--- src/rtl/sb_pkg.sv ---
package sb_pkg;
    timeunit 1ns;
    timeprecision 1ps;

    // Drain controller states
    typedef enum logic [0:0] {
        DR_IDLE       = 1'b0,
        DR_WAIT_GRANT = 1'b1
    } drain_state_e;
endpackage

--- src/rtl/sb_queue.sv ---
module sb_queue #(
    parameter int AW    = 32,
    parameter int DW    = 32,
    parameter int DEPTH = 16,
    localparam int PW   = $clog2(DEPTH),
    localparam int CW   = $clog2(DEPTH + 1)
) (
    input  logic          clk,
    input  logic          rst_n,
    input  logic          push,
    input  logic [AW-1:0] push_addr,
    input  logic [DW-1:0] push_data,
    input  logic          pop,
    output logic [AW-1:0] head_addr,
    output logic [DW-1:0] head_data,
    output logic [CW-1:0] count,
    output logic          full,
    output logic          empty,
    output logic [AW-1:0] ord_addr [DEPTH],
    output logic [DW-1:0] ord_data [DEPTH],
    output logic [DEPTH-1:0] ord_valid
);
    timeunit 1ns;
    timeprecision 1ps;

    logic [AW-1:0] slot_addr [DEPTH];
    logic [DW-1:0] slot_data [DEPTH];
    logic [PW-1:0] head_q, tail_q;

    function automatic logic [PW-1:0] wrap_inc(input logic [PW-1:0] p);
        return (int'(p) == DEPTH - 1) ? '0 : p + PW'(1);
    endfunction

    always_ff @(posedge clk) begin
        if (push) begin
            slot_addr[tail_q] <= push_addr;
            slot_data[tail_q] <= push_data;
        end
    end

    always_ff @(posedge clk) begin
        if (!rst_n) begin
            head_q <= '0;
            tail_q <= '0;
            count  <= '0;
        end else begin
            if (push) tail_q <= wrap_inc(tail_q);
            if (pop)  head_q <= wrap_inc(head_q);
            count <= count + CW'(push) - CW'(pop);
        end
    end

    assign full      = (int'(count) == DEPTH);
    assign empty     = (count == '0);
    assign head_addr = slot_addr[head_q];
    assign head_data = slot_data[head_q];

    // Entries re-indexed by age: index 0 is the oldest
    always_comb begin
        for (int i = 0; i < DEPTH; i++) begin
            int s;
            s = int'(head_q) + i;
            if (s >= DEPTH) s = s - DEPTH;
            ord_addr[i]  = slot_addr[PW'(s)];
            ord_data[i]  = slot_data[PW'(s)];
            ord_valid[i] = (CW'(i) < count);
        end
    end

    a_r8_no_overflow: assert property (@(posedge clk) disable iff (!rst_n)
        int'(count) <= DEPTH);
    a_r8_push_has_room: assert property (@(posedge clk) disable iff (!rst_n)
        push |-> (!full || pop));
endmodule

--- src/rtl/sb_search.sv ---
module sb_search #(
    parameter int AW    = 32,
    parameter int DW    = 32,
    parameter int DEPTH = 16,
    parameter int WOFF  = 2
) (
    input  logic [AW-1:0]    ld_addr,
    input  logic [AW-1:0]    ord_addr [DEPTH],
    input  logic [DW-1:0]    ord_data [DEPTH],
    input  logic [DEPTH-1:0] ord_valid,
    output logic             hit,
    output logic [DW-1:0]    hit_data,
    output logic             partial
);
    timeunit 1ns;
    timeprecision 1ps;

    // Scan from oldest to youngest; a later match overrides an earlier one
    always_comb begin
        hit      = 1'b0;
        hit_data = '0;
        partial  = 1'b0;
        for (int i = 0; i < DEPTH; i++) begin
            if (ord_valid[i] && ord_addr[i][AW-1:WOFF] == ld_addr[AW-1:WOFF]) begin
                if (ord_addr[i] == ld_addr) begin
                    hit      = 1'b1;
                    hit_data = ord_data[i];
                end else begin
                    partial  = 1'b1;
                end
            end
        end
    end
endmodule

--- src/rtl/sb_drain_fsm.sv ---
module sb_drain_fsm
    import sb_pkg::*;
(
    input  logic clk,
    input  logic rst_n,
    input  logic pending,
    input  logic last,
    input  logic push,
    input  logic rfo_grant,
    output logic rfo_req,
    output logic pop
);
    timeunit 1ns;
    timeprecision 1ps;

    drain_state_e state_q, state_d;

    always_ff @(posedge clk) begin
        if (!rst_n) state_q <= DR_IDLE;
        else        state_q <= state_d;
    end

    always_comb begin
        state_d = state_q;
        unique case (state_q)
            DR_IDLE: begin
                if (pending) state_d = DR_WAIT_GRANT;          // start
            end
            DR_WAIT_GRANT: begin
                if (rfo_grant && last && !push) state_d = DR_IDLE; // settle
            end
            default: state_d = DR_IDLE;
        endcase
    end

    always_comb begin
        rfo_req = 1'b0;
        pop     = 1'b0;
        unique case (state_q)
            DR_IDLE: ;
            DR_WAIT_GRANT: begin
                rfo_req = 1'b1;
                pop     = rfo_grant;                           // retire
            end
            default: ;
        endcase
    end

    a_r3_wait_has_entry: assert property (@(posedge clk) disable iff (!rst_n)
        (state_q == DR_WAIT_GRANT) |-> pending);
endmodule

--- src/rtl/store_forward_queue.sv ---
module store_forward_queue #(
    parameter int AW         = 32,
    parameter int DW         = 32,
    parameter int DEPTH      = 16,
    parameter int WORD_BYTES = 4,
    parameter int LINE_BYTES = 64,
    localparam int WOFF      = $clog2(WORD_BYTES),
    localparam int LOFF      = $clog2(LINE_BYTES),
    localparam int CW        = $clog2(DEPTH + 1)
) (
    input  logic            clk,
    input  logic            rst_n,
    input  logic            st_valid,
    input  logic [AW-1:0]   st_addr,
    input  logic [DW-1:0]   st_data,
    output logic            st_ready,
    input  logic            ld_valid,
    input  logic [AW-1:0]   ld_addr,
    output logic            ld_ready,
    output logic [DW-1:0]   ld_data,
    output logic            ld_hit,
    input  logic            fence_req,
    output logic            fence_ack,
    input  logic            lock_req,
    output logic            lock_ack,
    output logic            rfo_req,
    output logic [AW-LOFF-1:0] rfo_line,
    input  logic            rfo_grant,
    output logic            c_rd_en,
    output logic [AW-1:0]   c_rd_addr,
    input  logic [DW-1:0]   c_rd_data,
    output logic            c_wr_en,
    output logic [AW-1:0]   c_wr_addr,
    output logic [DW-1:0]   c_wr_data
);
    timeunit 1ns;
    timeprecision 1ps;

    logic            push, pop, full, empty;
    logic [CW-1:0]   count;
    logic [AW-1:0]   head_addr;
    logic [DW-1:0]   head_data;
    logic [AW-1:0]   ord_addr [DEPTH];
    logic [DW-1:0]   ord_data [DEPTH];
    logic [DEPTH-1:0] ord_valid;
    logic            hit, partial, sync_busy;
    logic [DW-1:0]   hit_data;

    assign sync_busy = fence_req | lock_req;
    assign st_ready  = !sync_busy && (!full || pop);
    assign push      = st_valid && st_ready;

    sb_queue #(.AW(AW), .DW(DW), .DEPTH(DEPTH)) u_queue (
        .clk, .rst_n, .push,
        .push_addr(st_addr), .push_data(st_data),
        .pop, .head_addr, .head_data, .count, .full, .empty,
        .ord_addr, .ord_data, .ord_valid
    );

    sb_search #(.AW(AW), .DW(DW), .DEPTH(DEPTH), .WOFF(WOFF)) u_search (
        .ld_addr, .ord_addr, .ord_data, .ord_valid,
        .hit, .hit_data, .partial
    );

    sb_drain_fsm u_drain (
        .clk, .rst_n,
        .pending(!empty),
        .last(count == CW'(1)),
        .push, .rfo_grant, .rfo_req, .pop
    );

    assign ld_ready  = !sync_busy && !partial;
    assign ld_data   = hit ? hit_data : c_rd_data;
    assign ld_hit    = ld_valid && ld_ready && hit;
    assign c_rd_en   = ld_valid && ld_ready && !hit;
    assign c_rd_addr = ld_addr;

    assign rfo_line  = head_addr[AW-1:LOFF];
    assign c_wr_en   = pop;
    assign c_wr_addr = head_addr;
    assign c_wr_data = head_data;

    assign fence_ack = fence_req && empty;
    assign lock_ack  = lock_req && empty;

    a_r3_head_held: assert property (@(posedge clk) disable iff (!rst_n)
        (rfo_req && !rfo_grant) |=> (rfo_line == $past(rfo_line)));
    a_r3_commit_frees: assert property (@(posedge clk) disable iff (!rst_n)
        (c_wr_en && !push) |=> (count == $past(count) - CW'(1)));
    a_r9_sync_blocks_store: assert property (@(posedge clk) disable iff (!rst_n)
        (sync_busy && !empty) |=> !$rose(count != '0) && (count <= $past(count)));
endmodule

--- config.mk ---
export PLATFORM = sky130hd
export DESIGN_NAME = store_forward_queue
export DESIGN_NICKNAME = d
export VERILOG_FILES = /design/src/rtl/sb_pkg.sv /design/src/rtl/sb_queue.sv /design/src/rtl/sb_search.sv /design/src/rtl/sb_drain_fsm.sv /design/src/rtl/store_forward_queue.sv
export SDC_FILE = /design/constraint.sdc
export NUM_CORES = 2
export LEC_CHECK = 0
export BUFFER_PORTS_ARGS = -buffer_cell sky130_fd_sc_hd__buf_2
export CORE_UTILIZATION = 30
export DETAILED_ROUTE_END_ITERATION = 8
export GPL_TIMING_DRIVEN = 1
export HOLD_SLACK_MARGIN = 0.15
export SLEW_MARGIN = 5
export SYNTH_ARGS = -nofsm -noshare
export SYNTH_HDL_FRONTEND = slang
export SYNTH_HIERARCHICAL = 1
export SYNTH_SLANG_ARGS = --single-unit
--- constraint.sdc ---
create_clock -name clk -period 8.83 [get_ports clk]
set_input_delay 0.883 -clock clk [delete_from_list [all_inputs] [get_ports clk]]
set_output_delay 0.883 -clock clk [all_outputs]
set_load 0.02 [all_outputs]
==> flow_summary.yaml <==
status:
  status: "finished with violations"
  violations_in_the_final_reports: "setup timing"
clock_network:
  root_buffer: "clkbuf_16"
  cts_buffers: 114
  cts_hold_repair.buffers: 0
  cts.sink_count: 1042
  max-clock-path-buffers: 3
  clk_pin_slew_ps: 60
  ctsHtreeMaxLevel: 3
  clk_latency_ps: 830
  clock_tree_from_tritoncts: "yes"
drt:
  drtPass1Iterations: 8
  drc: 0
  wl_mm: 445
  route.vias.total: 82699
  vias_per_cell: 7.28
  routedWlPerCell_um: 39.2
  antenna_violating_nets_post_route: 0
  starting_drt_drc_count: 15832
global_route:
  grt_pass1_vias: 76579
  grt_overflow_total: 0
  grt_pass1_wl_mm: 612
  antenna_found_initial: 71
  grt_max_degree: 134
  gr_util_all_layers: 0.257
sta:
  final.setup.worst_slack_ps: -83.7
  max_clock_freq_mhz: 112
  rsz0062_at_grt: "no"
  final.setup.tns_ps: -112
  worst-slew-pin-transition_ps: 1270
  setup_viol_count_final: 2
  period_needed_ps: 8910
  timing.clock.skew_ps: 75.2
  fin_crit_sh: 1.01
  timing_hold_violations_final: 0
  timing.slew.headroom: 0.152
  slew_viol_final: 0
synthesis:
  yosys_register_bits: 1042
  syn_avg_cell_area_um2: 14.0
  synth.top_cells.by_area: "mux4_2 (40%), edfxtp_1 (31%), a22oi_1 (5.8%), xnor2_1 (2.7%), nand2_1 (2.4%)"
  synth_cell_type_count: 72
  syn_area_um2: 99800
  yosysTopAreaCellShare: 0.404
  synth.yosys.seq_area_share: 0.312
  netlist.top_cell.by_area: "mux4_2"
  postSynthCellCount: 7112
  top_reg_cell_synth: "edfxtp_1"
  synth_fp_nets: 7272
  synth_edf_count: 1024
  yosys_warnings: 6
  synthArstFlopShare: 0
final_layout:
  final_common_cell: "mux4_2"
  drive_gt1_frac: 0.392
  final_util: 0.329
  fin_nets: 7030
  area.growth.synth_to_final_pct: 9.13
  final_cell_mix: "mux4_2 (1,792), edfxtp_1 (1,024), a22oi_1 (768)"
  final.fill_count: 31821
  ff_latch_area_um2: 31100
  area_of_combinational_cells_with_multiple_inputs_um2: 63700
pwr:
  net-switching-power_mw: 7.01
  power.sequential.fraction: 0.298
  irDropWorstVdd_mv: 0.165
  power_share_of_the_clock_group: 0.267
  power.internal_mw: 11.6
  sw_frac_of_total: 0.378
  power.density_nw_per_um2: 170
  combinational_fraction_of_design_power: 0.435
  cellLeakagePower_nw: 33.4
flow_run:
  drv_cap: 0
placement:
  placement.io_buffers: 296
  dp_hpwl_mm: 302
  gp_congestion: 1.07
worst_setup_path:
  reg2reg_slack_ps: 4360
  crit_type: "reg2out"
  setup.worst_path.start_class: "register"
  reg2reg_to: "u_queue/slot_addr[2][2]"
  r2r_start: "u_queue/count[2]"
  critical_path.max_fanout: 26
  crit_required_ps: 7950
  worst_ep_arrival_time_ps: 8030
  worst_r2r_path_depth: 8
  crit_path_end_kind: "output port"
worst_hold_path:
  worstHoldEndpoint: "u_queue/slot_data[6][27]"
  min-delay-start: "st_data[27]"
  hold_class: "in2reg"
  worst_hold_path.num_cells: 1
floorplan:
  die_area_um2: 335000
  fp.dieH_um: 579
  effective_utilization_at_floorplan: 0.302
  rows: 211
  overall_die_width_um: 579
  io_pins: 297
  floorplan.core_area_um2: 331000
## cells by family (layout without fill, tap and decap cells)
| family | count (synthesis) | count (layout) | synth area share |
|---|---|---|---|
| multiplexers | 1890 | 1890 | 0.416 |
| AND/OR/NAND/NOR | 1138 | 1138 | 0.0519 |
| adder cells (fa/ha/maj) | 25 | 25 | 0.00321 |
| buffers and inverters | 1078 | 933 | 0.0551 |
| XOR/XNOR | 527 | 527 | 0.0465 |
| flip-flops | 1042 | 1042 | 0.312 |
| AO/OA/AOI/OAI | 1412 | 1412 | 0.116 |
| other | 0 | 29 | 0 |
## state kept, by name (all words and copies together) (netlist names), named ones only
name / cells
u_drain/state_q: 1
u_queue/count: 5
u_queue/head_q: 4
u_queue/slot_addr: 512
u_queue/slot_data: 512
u_queue/tail_q: 4
## worst max-delay path by stage
stage,start,end,slack [ps],cells after the start
after floorplan,u_queue/head_q[1],ld_data[25],1950,25
after global placement,u_queue/head_q[1],ld_data[4],400,18
after detailed placement,u_queue/head_q[1],ld_data[4],480,18
after CTS,u_queue/head_q[1],ld_data[31],40,20
after global routing,u_queue/head_q[1],ld_data[31],40,20
final,u_queue/head_q[1],ld_data[31],-80,20
## final cells by class
class                   count  share of cell area
inverters                 122             0.00420
clock inverters            83             0.00783
repair buffers            598              0.0400
flip-flops and latches   1042               0.286
diodes                     29            0.000666
clock buffers             130              0.0267
well taps                4366              0.0502
multi-input cells        4992               0.585
## Yosys cell counts, types with 13 or more instances
cell	count
nand2_1	631
mux2_4	28
clkbuf_1	404
o2111a_1	31
nand4_1	87
a221oi_1	31
dfxtp_1	18
and2_1	35
mux2i_1	66
a22o_1	128
inv_1	121
a22oi_1	768
o21ai_2	29
nand3_1	78
edfxtp_1	1024
mux4_2	1792
o221ai_1	64
ha_1	24
nor3_1	81
nor2_1	97
buf_1	41
buf_6	57
or3_1	35
nor4_1	55
buf_2	285
o221a_1	62
o21ai_0	39
a21o_1	31
a221o_1	128
xnor2_1	302
a21oi_1	13
o2111ai_1	31
buf_4	165
xor2_1	221
o311a_1	31
## metrics by stage
stage / hold slack (ps) / setup WS [ps] / std cells / area, um2 / total power [mW]
2_1_floorplan: 499 / 1950 / 7112 / 99800 / 11.1
6_report: 438 / -83.7 / 11362 / 109000 / 18.6
3_3_place_gp: 524 / 397 / 11119 / 105000 / 13.3
5_1_grt: 446 / 45.0 / 11344 / 109000 / 19.0
4_1_cts: 400 / 35.4 / 11332 / 109000 / 18.3
3_5_place_dp: 534 / 478 / 11119 / 105000 / 13.4
## timing repair
| action | in CTS | in global routing |
|---|---|---|
| setup endpoints to repair | 23 | 3 |
| resized for setup | 9 | 3 |
| cloned | 0 | 0 |
| setup buffers | 0 | 1 |
## layer usage
layer	wire, um	global-route usage	vias to the layer above
met5	376	0	-
met4	33600	0.156	58
met3	66300	0.0865	1732
met2	193000	0.382	8303
met1	152000	0.322	42482
li1	-	-	30124
## power by group through the flow
stage / clock, mW / sequential [mW] / combinational [mW]
floorplan: 0 / 5.60 / 5.54
global placement: 0 / 5.63 / 7.66
detailed placement: 0 / 5.63 / 7.74
CTS: 5.02 / 5.53 / 7.80
global route: 5.18 / 5.53 / 8.27
finish: 4.96 / 5.53 / 8.07
## critical path, stage by stage, from the launching register on
cell	delay (ps)
dfxtp_4	650
inv_1	230
ha_4	630
buf_12	280
buf_4	240
buf_4	350
mux4_2	420
mux4_2	490
xnor2_1	350
nand4_1	290
or4_1	690
nor3_2	160
buf_4	410
buf_4	430
nor3b_1	120
o21ai_1	160
o211a_1	180
o21a_1	110
o221ai_1	370
mux2_2	410
buf_2	160
No activity file was read; power rests on OpenSTA's default activity.
